## config.mk

```make
export PLATFORM = sky130hd
export DESIGN_NAME = crc_serial_engine
export DESIGN_NICKNAME = d
export VERILOG_FILES = /design/src/rtl/crc_pkg.sv /design/src/rtl/crc_ctrl.sv /design/src/rtl/crc_lfsr_step.sv /design/src/rtl/crc_state_reg.sv /design/src/rtl/crc_serial_engine.sv
export SDC_FILE = /design/constraint.sdc
export NUM_CORES = 1
export LEC_CHECK = 0
export BUFFER_PORTS_ARGS = -buffer_cell sky130_fd_sc_hd__buf_2
export CORE_AREA = 4 4 47 49
export CTS_CLUSTER_DIAMETER = 200
export DETAILED_ROUTE_END_ITERATION = 10
export DIE_AREA = 0 0 51 53
export PLACE_DENSITY = 0.85
export SYNTH_ARGS = -nofsm -noshare
export SYNTH_HDL_FRONTEND = slang
export SYNTH_HIERARCHICAL = 1
export SYNTH_SLANG_ARGS = --single-unit
```

## constraint.sdc

```tcl
create_clock -name clk -period 2.4 [get_ports clk]
set_input_delay 0.48 -clock clk [delete_from_list [all_inputs] [get_ports clk]]
set_output_delay 0.48 -clock clk [all_outputs]
set_load 0.01 [all_outputs]
```

## src/rtl/crc_pkg.sv

```systemverilog
package crc_pkg;

    // Operation the register performs at the next edge
    typedef enum logic [1:0] {
        CRC_OP_ZERO   = 2'd0,
        CRC_OP_ABSORB = 2'd1,
        CRC_OP_DRAIN  = 2'd2
    } crc_op_e;

    // Decoded control word carried to the register stage
    typedef struct packed {
        crc_op_e op;
        logic    bit_in;
    } crc_ctrl_t;

    // Priority: reset, then clear, then enable; otherwise drain
    function automatic crc_op_e crc_pick_op(input logic rst, input logic clr,
                                            input logic en);
        if (rst || clr) begin
            return CRC_OP_ZERO;
        end
        if (en) begin
            return CRC_OP_ABSORB;
        end
        return CRC_OP_DRAIN;
    endfunction

endpackage

```

## src/rtl/crc_ctrl.sv

```systemverilog
module crc_ctrl
    import crc_pkg::*;
(
    input  logic      rst,
    input  logic      clr,
    input  logic      data_en,
    input  logic      data_in,
    output crc_ctrl_t ctrl
);

    always_comb begin
        ctrl.op     = crc_pick_op(rst, clr, data_en);
        ctrl.bit_in = data_in & data_en;
    end

endmodule

```

## src/rtl/crc_lfsr_step.sv

```systemverilog
module crc_lfsr_step #(
    parameter int               WIDTH = 16,
    parameter logic [WIDTH-1:0] POLY  = 'h1021
) (
    input  logic [WIDTH-1:0] cur,
    input  logic             bit_in,
    output logic [WIDTH-1:0] absorb_nxt,
    output logic [WIDTH-1:0] drain_nxt
);

    logic fb;

    assign fb = bit_in ^ cur[WIDTH-1];

    // One XOR stage per register bit; taps only where POLY has a one
    for (genvar i = 0; i < WIDTH; i++) begin : g_bit
        if (i == 0) begin : g_low
            if (POLY[0]) begin : g_tap
                assign absorb_nxt[0] = fb;
            end else begin : g_notap
                assign absorb_nxt[0] = 1'b0;
            end
        end else begin : g_up
            if (POLY[i]) begin : g_tap
                assign absorb_nxt[i] = cur[i-1] ^ fb;
            end else begin : g_notap
                assign absorb_nxt[i] = cur[i-1];
            end
        end
    end

    assign drain_nxt = {cur[WIDTH-2:0], 1'b0};

endmodule

```

## src/rtl/crc_state_reg.sv

```systemverilog
module crc_state_reg
    import crc_pkg::*;
#(
    parameter int WIDTH = 16
) (
    input  logic             clk,
    input  logic             rst,
    input  logic             clr,
    input  logic             data_en,
    input  logic             data_in,
    input  crc_ctrl_t        ctrl,
    input  logic [WIDTH-1:0] absorb_nxt,
    input  logic [WIDTH-1:0] drain_nxt,
    output logic [WIDTH-1:0] q
);

    always_ff @(posedge clk) begin
        unique case (ctrl.op)
            CRC_OP_ABSORB: q <= absorb_nxt;
            CRC_OP_DRAIN:  q <= drain_nxt;
            default:       q <= '0;
        endcase
    end


    rst_zero_chk: assert property (@(posedge clk) rst |=> (q == '0));


    clr_zero_chk: assert property (@(posedge clk) disable iff (rst)
        clr |=> (q == '0));


    zero_absorb_chk: assert property (@(posedge clk) disable iff (rst)
        (!clr && data_en && !data_in && q == '0) |=> (q == '0));


    drained_stays_zero_chk: assert property (@(posedge clk) disable iff (rst)
        (!clr && !data_en && q == '0) |=> (q == '0));

endmodule

```

## src/rtl/crc_serial_engine.sv

```systemverilog
module crc_serial_engine
    import crc_pkg::*;
#(
    parameter int               WIDTH = 16,
    parameter logic [WIDTH-1:0] POLY  = 'h1021
) (
    input  logic             clk,
    input  logic             rst,
    input  logic             clr,
    input  logic             data_en,
    input  logic             data_in,
    output logic [WIDTH-1:0] crc_par,
    output logic             crc_ser
);

    localparam int TOP = WIDTH - 1;

    crc_ctrl_t        ctrl;
    logic [WIDTH-1:0] state_q;
    logic [WIDTH-1:0] absorb_nxt;
    logic [WIDTH-1:0] drain_nxt;

    crc_ctrl u_ctrl (
        .rst     (rst),
        .clr     (clr),
        .data_en (data_en),
        .data_in (data_in),
        .ctrl    (ctrl)
    );

    crc_lfsr_step #(
        .WIDTH (WIDTH),
        .POLY  (POLY)
    ) u_step (
        .cur        (state_q),
        .bit_in     (ctrl.bit_in),
        .absorb_nxt (absorb_nxt),
        .drain_nxt  (drain_nxt)
    );

    crc_state_reg #(
        .WIDTH (WIDTH)
    ) u_reg (
        .clk        (clk),
        .rst        (rst),
        .clr        (clr),
        .data_en    (data_en),
        .data_in    (data_in),
        .ctrl       (ctrl),
        .absorb_nxt (absorb_nxt),
        .drain_nxt  (drain_nxt),
        .q          (state_q)
    );

    assign crc_par = state_q;
    assign crc_ser = state_q[TOP];


    shift_out_chk: assert property (@(posedge clk) disable iff (rst)
        (!clr && !data_en) |=> (crc_ser == $past(crc_par[TOP-1])));

endmodule

```

# == Word level (Yosys, flattened, before mapping) ==
# Index checks and enable logic that the tools add are counted.
# word_totals
in_bits,5
register_bits,16
elab_cells,16
output_inout_bits,17
# op_classes
eq_ne,2
reduce_logical,1
mux,8
bitwise,4
# ops
op,n
$pmux 16 s2,1
$mux 2,4
$mux 1,3
$xor 1x1->1,3
$eq 2x1->1 const B,1
$eq 2x2->1 const B,1
$and 1x1->1,1
$logic_or 1x1->1,1

# == Depth between registers and ports, before layout ==
# Gate-level depths: netlist of run 1.
# depth
word_depth,7
depth_mapped,7
depth_no_buf,5

# == Modules after synthesis ==
# Netlist of run 1, hierarchy kept.
# by_module_without_submodules
module,cells_per_inst,seq_area_each_um2,instances,area_per_inst_um2
crc_state_reg,58,320.3,1,643.1
crc_lfsr_step,34,0.0,1,285.3
crc_ctrl,3,0.0,1,30.0
crc_serial_engine,1,0.0,1,7.5

# == Least setup slack after synthesis of run 1 ==
# No wires, ideal clock.
# synth_timing
path_kind,input to register
startpoint,in clr
endpoint,reg u_reg.q[10]
cell_stages,6
arrival_ns,1.364
setup_ns,0.117
path_buffers,2
setup_slack_ns,0.919
t_required_ns,2.283
path_cell_list,nor3b_2 -> inv_1 -> ha_1 -> clkbuf_2 -> buf_2 -> nor2_1
# synth_via
elab_chain_cells,5
word_cells_on_any_way,6
# synth_lines
element,line_no,rtl
"start, declared",crc_serial_engine.sv:9,"input logic clr,"
$logic_or 1x1->1 (*),crc_pkg.sv:19,if (rst || clr) begin
$mux 1 (*),crc_pkg.sv:19,
$mux 2 (*),crc_pkg.sv:22,if (en) begin
$eq 2x2->1 / $eq 2x1->1 (equally long branches),crc_state_reg.sv:18,unique case (ctrl.op)
$pmux 16 s2 (*),crc_state_reg.sv:18,
"end signal, assigned",crc_state_reg.sv:19,CRC_OP_ABSORB: q <= absorb_nxt;
"end signal, assigned",crc_state_reg.sv:20,CRC_OP_DRAIN: q <= drain_nxt;
"end, declared",crc_state_reg.sv:14,output logic [WIDTH-1:0] q
# Mark *: on every way between the ends. The rest lies on a longest branch, timed or not.

==> metrics, run 1 <==
status complete, no violations; CP Class in -> reg; pwr/cell area 507 mW/mm^2; clk sink count 16; Static Leakage 0.351 nW; vias per cell 4.73; Synth Instances 96; pin count of the biggest net entering global routing 17; Clk Latency, worst-skew pair 0.27 ns; layout cells sized above 1 45.9%; WL/cell 12.1 um; Most flops, register u_reg/q; GP Congestion 0.683; maximum VDD drop 0.275 mV; Async SR Flop Fraction 0%; Core ar. 0.00186 sq mm; antenna violations before repair 0; IO Port Bufs 21; Yosys warnings 6; Fin Hold WS 0.535 ns; Pins Over Slew Limit 0; io pins 22; Final period util 60.7%; vias in the first global route 536; MaxCap Viol Count 0; Power Total 0.431 mW; total CTS buffers 3; finished layout cell area 850 sq um; Initial Utilization 51.9%; Total Wirelength 1.36 mm; Worst setup EP type register; Top FF cell, synth dfxtp_1; Post-DRT Antenna Nets 0; setup TNS 0 ns; clock skew 0.00115 ns; area grow syn2layout -12.0%; GR Overflow Total 0; Tot GR Track Use 11.8%; first-pass GRT wire length 2.33 mm; Inserted Diodes 0; die height 53 um; cts hold-fix bufs 0; Post-Place Worst Slack 0.638 ns; top cell type's share of synthesized area 33.2%; Setup WS post-layout 0.944 ns; final HPWL from detailed placement 1.00 mm; top flop regs u_reg/q: 16 flops; clock root buffer clkbuf_4; CP required 2.55 ns; Post-route DRC 0; routed vias 530; Reg clk slew, reported paths 0.08 ns; full die area 0.00270 sq mm; CTS tree done; final hold vios 0; Yosys reg bits 16; final-layout fill cell count 200; Nets 94; RSZ-0062 raised after global routing false; final setup fails 0; most instantiated cells after synthesis 32 x buf_4, 16 x dfxtp_1, 16 x nor2_1; CTS max path bufs 2; count leader, synth buf_4; Rows 16; clock period minus worst slack 1.46 ns; Die Span X 51 um; ranking of synthesized cells by area dfxtp_1 33%, buf_4 25%, a22oi_2 13%; post_cts resized 0; nature of the critical path startpoint primary input; Post-synth EDFFs 0; synthesized area per cell 10.1 sq um; dpl cell area 827 sq um; Min-Delay Path Class reg -> reg; DRT iter0 DRCs 11; critical-path maximum fanout 9; area of the mapped netlist 966 sq um; sequential share of the synthesized area 33.2%; Post-CTS Setup Repair Bufs 0; CTS HTree Levels 1; post-synthesis cell type count 17; Achievable Freq 687 MHz; Synthesized Nets 103; Yosys top cell by area dfxtp_1; max FFs per register 16; Critical Path AT 1.60 ns; Detailed Routing Iterations Pass 1 4
## layer usage
| metal | vias to the layer above | global-route usage (%) | share of wire [%] |
|---|---|---|---|
| met5 | - | 0 | 0 |
| met4 | 0 | 8.07 | 0.96 |
| met3 | 2 | 2.82 | 6.5 |
| met2 | 15 | 19.5 | 49 |
| met1 | 250 | 13.5 | 43 |
| li1 | 263 | - | - |
## metrics by stage
step	util, %	std cells
after global routing	45.6	112
final	45.6	112
after CTS	45.6	112
after global placement	44.4	109
after detailed placement	44.4	109
after floorplan	-	96
## critical path: stages
cell     delay [ns]
buf_2          0.12
nor3b_2        0.21
inv_1          0.07
ha_1           0.31
buf_4          0.23
a22oi_2        0.13
nor2_1         0.06
## layout by cell type, fill, tap and decap left out
master,n
buf_2,21
nor2_1,16
dfxtp_1,16
a22oi_2,10
a22oi_1,6
clkbuf_4,3
inv_1,2
ha_1,2
buf_4,2
xor3_1,2
nor3_2,1
and2_2,1
nor3b_2,1
xor2_1,1
conb_1,1
## where the power goes
part           internal, mW  leakage, nW  switching [mW]  total [mW]
clock                0.0580       0.0138          0.0724       0.130
sequential            0.266        0.129        0.000394       0.266
combinational        0.0135        0.208          0.0205      0.0341
## layout make-up
class | count | area [sq um] | area share (%)
multi-input cells | 41 | 345 | 40.6
repair buffers | 23 | 120 | 14.1
well taps | 27 | 33.8 | 3.98
inverters | 2 | 7.51 | 0.884
flip-flops and latches | 16 | 320 | 37.7
clock buffers | 3 | 22.5 | 2.65
## final timing paths
kind	slack, ns	from	to	cells after the start
worst max register to register	1.17	u_reg/q[15]	u_reg/q[12]	3
worst max-delay path	0.94	clr	u_reg/q[9]	7
worst min-delay path	0.54	u_reg/q[0]	u_reg/q[1]	2
worst min register to register	0.54	u_reg/q[0]	u_reg/q[1]	2
## cells by family (layout without fill, tap and decap cells)
family | count (synthesis) | count (layout) | share of synthesized area, %
flip-flops | 16 | 16 | 33.2
XOR/XNOR | 3 | 3 | 5.83
adder cells (fa/ha/maj) | 2 | 2 | 2.59
AND/OR/NAND/NOR | 19 | 19 | 9.33
AO/OA/AOI/OAI | 16 | 16 | 17.6
buffers and inverters | 39 | 28 | 31.1
other | 1 | 1 | 0.388
Power figures use the tool's default switching activity.
==> inputs of run 2 (changes only) <==
--- a/config.mk
+++ b/config.mk
@@ -6,11 +6,11 @@
 export NUM_CORES = 1
 export LEC_CHECK = 0
 export BUFFER_PORTS_ARGS = -buffer_cell sky130_fd_sc_hd__buf_2
-export CORE_AREA = 4 4 47 49
+export CORE_AREA = 4 4 49 51
 export CTS_CLUSTER_DIAMETER = 200
 export DETAILED_ROUTE_END_ITERATION = 10
-export DIE_AREA = 0 0 51 53
-export PLACE_DENSITY = 0.85
+export DIE_AREA = 0 0 53 55
+export PLACE_DENSITY = 0.79
 export SYNTH_ARGS = -nofsm -noshare
 export SYNTH_HDL_FRONTEND = slang
 export SYNTH_HIERARCHICAL = 1
==> constraint.sdc (replaced) <==
create_clock -name clk -period 1.4 [get_ports clk]
set_input_delay 0.28 -clock clk [delete_from_list [all_inputs] [get_ports clk]]
set_output_delay 0.28 -clock clk [all_outputs]
set_load 0.01 [all_outputs]
==> metrics, run 2 (synthesis gave the netlist of run 1 again) <==
total CTS buffers 3; max FFs per register 16; Worst setup EP type register; Post-CTS Setup Repair Bufs 0; Setup WS post-layout 0.217 ns; Total Wirelength 1.27 mm; CP Class reg -> reg; nature of the critical path startpoint register; Min-Delay Path Class reg -> reg; dpl cell area 867 sq um; Reg clk slew, reported paths 0.09 ns; final instance count without filler cells 115; Post-DRT Antenna Nets 0; CTS HTree Levels 1; Worst path max stage delay 0.44 ns; status complete, no violations; Inserted Diodes 0; first-pass GRT wire length 2.06 mm; slowest CP cell xor3_1; Post-Place Worst Slack -0.00523 ns; CTS max path bufs 2; Initial Utilization 49.7%; Tot GR Track Use 10.1%; placed cells 111; critical-path maximum fanout 5; area grow syn2layout -6.48%; full die area 0.00292 sq mm; pin count of the biggest net entering global routing 17; Post-route DRC 0; IO Port Bufs 21; Nets 96; Core ar. 0.00194 sq mm; final setup fails 0; top flop regs u_reg/q: 16 flops; most frequent cells in the layout 21 x buf_2, 16 x nor2_1, 16 x dfxtp_1; Pins Over Slew Limit 0; leading cell type in the layout, fill and taps excluded buf_2; pwr/cell area 916 mW/mm^2; Static Leakage 0.377 nW; CTS tree done; CP cell instances xor3_1 > a22oi_2 > nor2_1; antenna violations before repair 0; GR Overflow Total 0; Most flops, register u_reg/q; Detailed Routing Iterations Pass 1 4; clock skew 0.00206 ns; clk sink count 16; vias in the first global route 463; maximum VDD drop 0.522 mV; Final period util 84.5%; Rows 16; WL/cell 11.1 um; Clk Latency, worst-skew pair 0.28 ns; DRT iter0 DRCs 9; clock root buffer clkbuf_4; finished layout cell area 903 sq um; MaxCap Viol Count 0; routed vias 522; CP required 1.58 ns; Core Util, Final 46.5%; Power Total 0.828 mW; vias per cell 4.54; clock period minus worst slack 1.18 ns; GP Congestion 0.716; post_cts resized 0; final HPWL from detailed placement 957 um; final hold vios 0; Achievable Freq 846 MHz; RSZ-0062 raised after global routing false; io pins 22; Die Span X 53 um; Critical Path AT 1.36 ns; die height 55 um; cts hold-fix bufs 0; layout cells sized above 1 47.7%
==> run 2: cell type report <==
| cell class | instances | area [sq um] |
|---|---|---|
| Multi-Input combinational cell | 41 | 345 |
| Timing Repair Buffer | 25 | 160 |
| Tap cell | 27 | 33.8 |
| Sequential cell | 16 | 320 |
| Inverter | 2 | 7.51 |
| Clock buffer | 4 | 36.3 |
| Fill cell | 197 | 1040 |
==> run 2: critical path: cells and delay by family, from the launching register on <==
family                    cells  cell delay, ns
xor gates and xnor gates      1            0.44
DFF                           1            0.40
and+or+nand+nor               1            0.06
AOI/OAI and AO/OA             1            0.18
==> run 2: stage by stage <==
step	hold slack, ns	setup TNS [ns]
global placement	0.497	0
detailed placement	0.510	-0.0250
finish	0.533	0
floorplan	0.600	0
global route	0.565	0
CTS	0.532	0
==> run 2: report_power, final <==
group | internal, mW | leakage (nW) | switching (mW)
Combinational | 0.0346 | 0.227 | 0.0376
Sequential | 0.456 | 0.129 | 0.000629
Clock | 0.158 | 0.0210 | 0.141
==> run 2: routing by layer <==
layer	GRT usage, %	part of all wire, %
met5	0	0
met4	7.66	0.55
met3	2.41	5.7
met2	13.6	45
met1	13.6	49
==> run 2: path summary, 6_finish.rpt <==
kind | startpoint | end | slack (ns) | depth (start not counted)
hold / removal | u_reg/q[12] | u_reg/q[13] | 0.53 | 2
setup reg to reg | u_reg/q[15] | u_reg/q[12] | 0.22 | 3
hold reg to reg | u_reg/q[12] | u_reg/q[13] | 0.53 | 2
setup / recovery | u_reg/q[15] | u_reg/q[12] | 0.22 | 3
==> inputs of run 3 (changes only) <==
==> constraint.sdc (replaced) <==
create_clock -name clk -period 1.15 [get_ports clk]
set_input_delay 0.23 -clock clk [delete_from_list [all_inputs] [get_ports clk]]
set_output_delay 0.23 -clock clk [all_outputs]
set_load 0.01 [all_outputs]
==> metrics, run 3 (synthesis gave the netlist of run 1 again) <==
status complete, no violations; Rows 16; clock period minus worst slack 1.14 ns; sequential power share 54.6%; area grow syn2layout -4.02%; Hold Startpoint data_en; critical-path maximum fanout 3; routed vias 527; final HPWL from detailed placement 984 um; max FFs per register 16; setup slack, reg-to-reg 0.01 ns; CTS max path bufs 2; layout cells sized above 1 51.7%; Worst R2R End u_reg/q[12]; depth of the most critical reg-to-reg path 3; total CTS buffers 3; Inserted Diodes 0; DRT iter0 DRCs 10; Post-route DRC 0; Nets 95; top flop regs u_reg/q: 16 flops; CP cell instances xor3_1 > a22oi_2 > nor2_1; Post-DRT Antenna Nets 0; Psw 0.231 mW; CP required 1.34 ns; clk sink count 16; Reg clk slew, reported paths 0.09 ns; Core ar. 0.00194 sq mm; maximum VDD drop 0.935 mV; vias in the first global route 504; GP Congestion 0.718; Initial Utilization 49.7%; full die area 0.00292 sq mm; Final period util 98.9%; die height 55 um; Achievable Freq 879 MHz; Hold Path End u_reg/q[14]; final instance count without filler cells 114; vias per cell 4.62; cell internal pwr 0.787 mW; Most flops, register u_reg/q; Static Leakage 0.373 nW; pwr/cell area 1100 mW/mm^2; final hold vios 0; Logic pwr share 8.6%; MaxCap Viol Count 0; placed cells 109; Pins Over Slew Limit 0; io pins 22; CTS HTree Levels 1; Sw Ratio 22.7%; CTS tree done; clock root buffer clkbuf_4; Total Wirelength 1.45 mm; Clk Latency, worst-skew pair 0.29 ns; clock skew 0.00381 ns; pin count of the biggest net entering global routing 17; finished layout cell area 927 sq um; clock group share of total power 36.8%; leading cell type in the layout, fill and taps excluded buf_2; Critical Path AT 1.32 ns; Die Span X 53 um; WL/cell 12.7 um; Worst path max stage delay 0.42 ns; nature of the critical path startpoint register; GR Overflow Total 0; slowest CP cell xor3_1; Min-Delay Path Class in -> reg; IO Port Bufs 21; Detailed Routing Iterations Pass 1 4; Worst setup EP type register; antenna violations before repair 0; reg-to-reg startpoint u_reg/q[15]; first-pass GRT wire length 2.25 mm; hold depth 4; final setup fails 0; CP Class reg -> reg; dpl cell area 846 sq um; Tot GR Track Use 10.9%; most frequent cells in the layout 19 x buf_2, 16 x nor2_1, 14 x dfxtp_1
## run 3: cell types whose count changed in the layout (fill, tap and decap cells not counted), sizes merged
cell and change:
buf -1
## run 3: worst max-delay path, delay by kind of cell, from the launching register on
family	cells	cell delay (ns)
flops	1	0.38
compound gates	1	0.18
xor+xnor	1	0.42
simple gates	1	0.05
## run 3: routing by layer
| metal | global-route usage (%) | part of all wire [%] |
|---|---|---|
| met5 | 0 | 0 |
| met1 | 12.9 | 41 |
| met3 | 5.90 | 7.9 |
| met4 | 1.28 | 0 |
| met2 | 18.0 | 50 |
## run 3: layout make-up
| class | instances | area [sq um] |
|---|---|---|
| well taps | 27 | 33.8 |
| clock buffers | 4 | 36.3 |
| inverters | 2 | 7.51 |
| flip-flops and latches | 16 | 323 |
| fillers | 187 | 1010 |
| repair buffers | 24 | 144 |
| multi-input cells | 41 | 383 |
## run 3: metrics by stage
step                      util (%)  hold slack, ns  setup WS [ns]  setup TNS [ns]  power, mW
after global routing          47.7           0.522        -0.0154         -0.0286       1.07
after CTS                     45.4           0.527        0.00837               0       1.02
after detailed placement      43.6           0.508         -0.245           -3.44      0.647
after floorplan                  -           0.550        -0.0279          -0.279      0.653
after global placement        43.6           0.504         -0.176           -2.76      0.644
final                         47.7           0.507         0.0128               0       1.02
## run 3: how the worst max path moves through the flow
stage	end	cells past startpoint	startpoint
after global routing	u_reg/q[12]	3	u_reg/q[15]
after CTS	crc_par[15]	2	u_reg/q[15]
after detailed placement	u_reg/q[0]	5	clr
final	u_reg/q[12]	3	u_reg/q[15]
after global placement	u_reg/q[7]	5	clr
after floorplan	u_reg/q[12]	6	clr
## run 3: power groups by stage
stage / logic (mW) / registers (mW) / clock network (mW)
2_1_floorplan: 0.0841 / 0.569 / 0
3_3_place_gp: 0.0757 / 0.568 / 0
3_5_place_dp: 0.0783 / 0.568 / 0
4_1_cts: 0.0785 / 0.555 / 0.385
5_1_grt: 0.0956 / 0.556 / 0.419
6_report: 0.0879 / 0.555 / 0.374
## run 3: what timing repair did
item | 4_1_cts | 5_1_grt
gates resized for setup | 0 | 6
buffers inserted | 0 | 1
hold buffers | 0 | 0
hold endpoints to repair | 0 | 0
endpoints found under the setup margin | 0 | 8
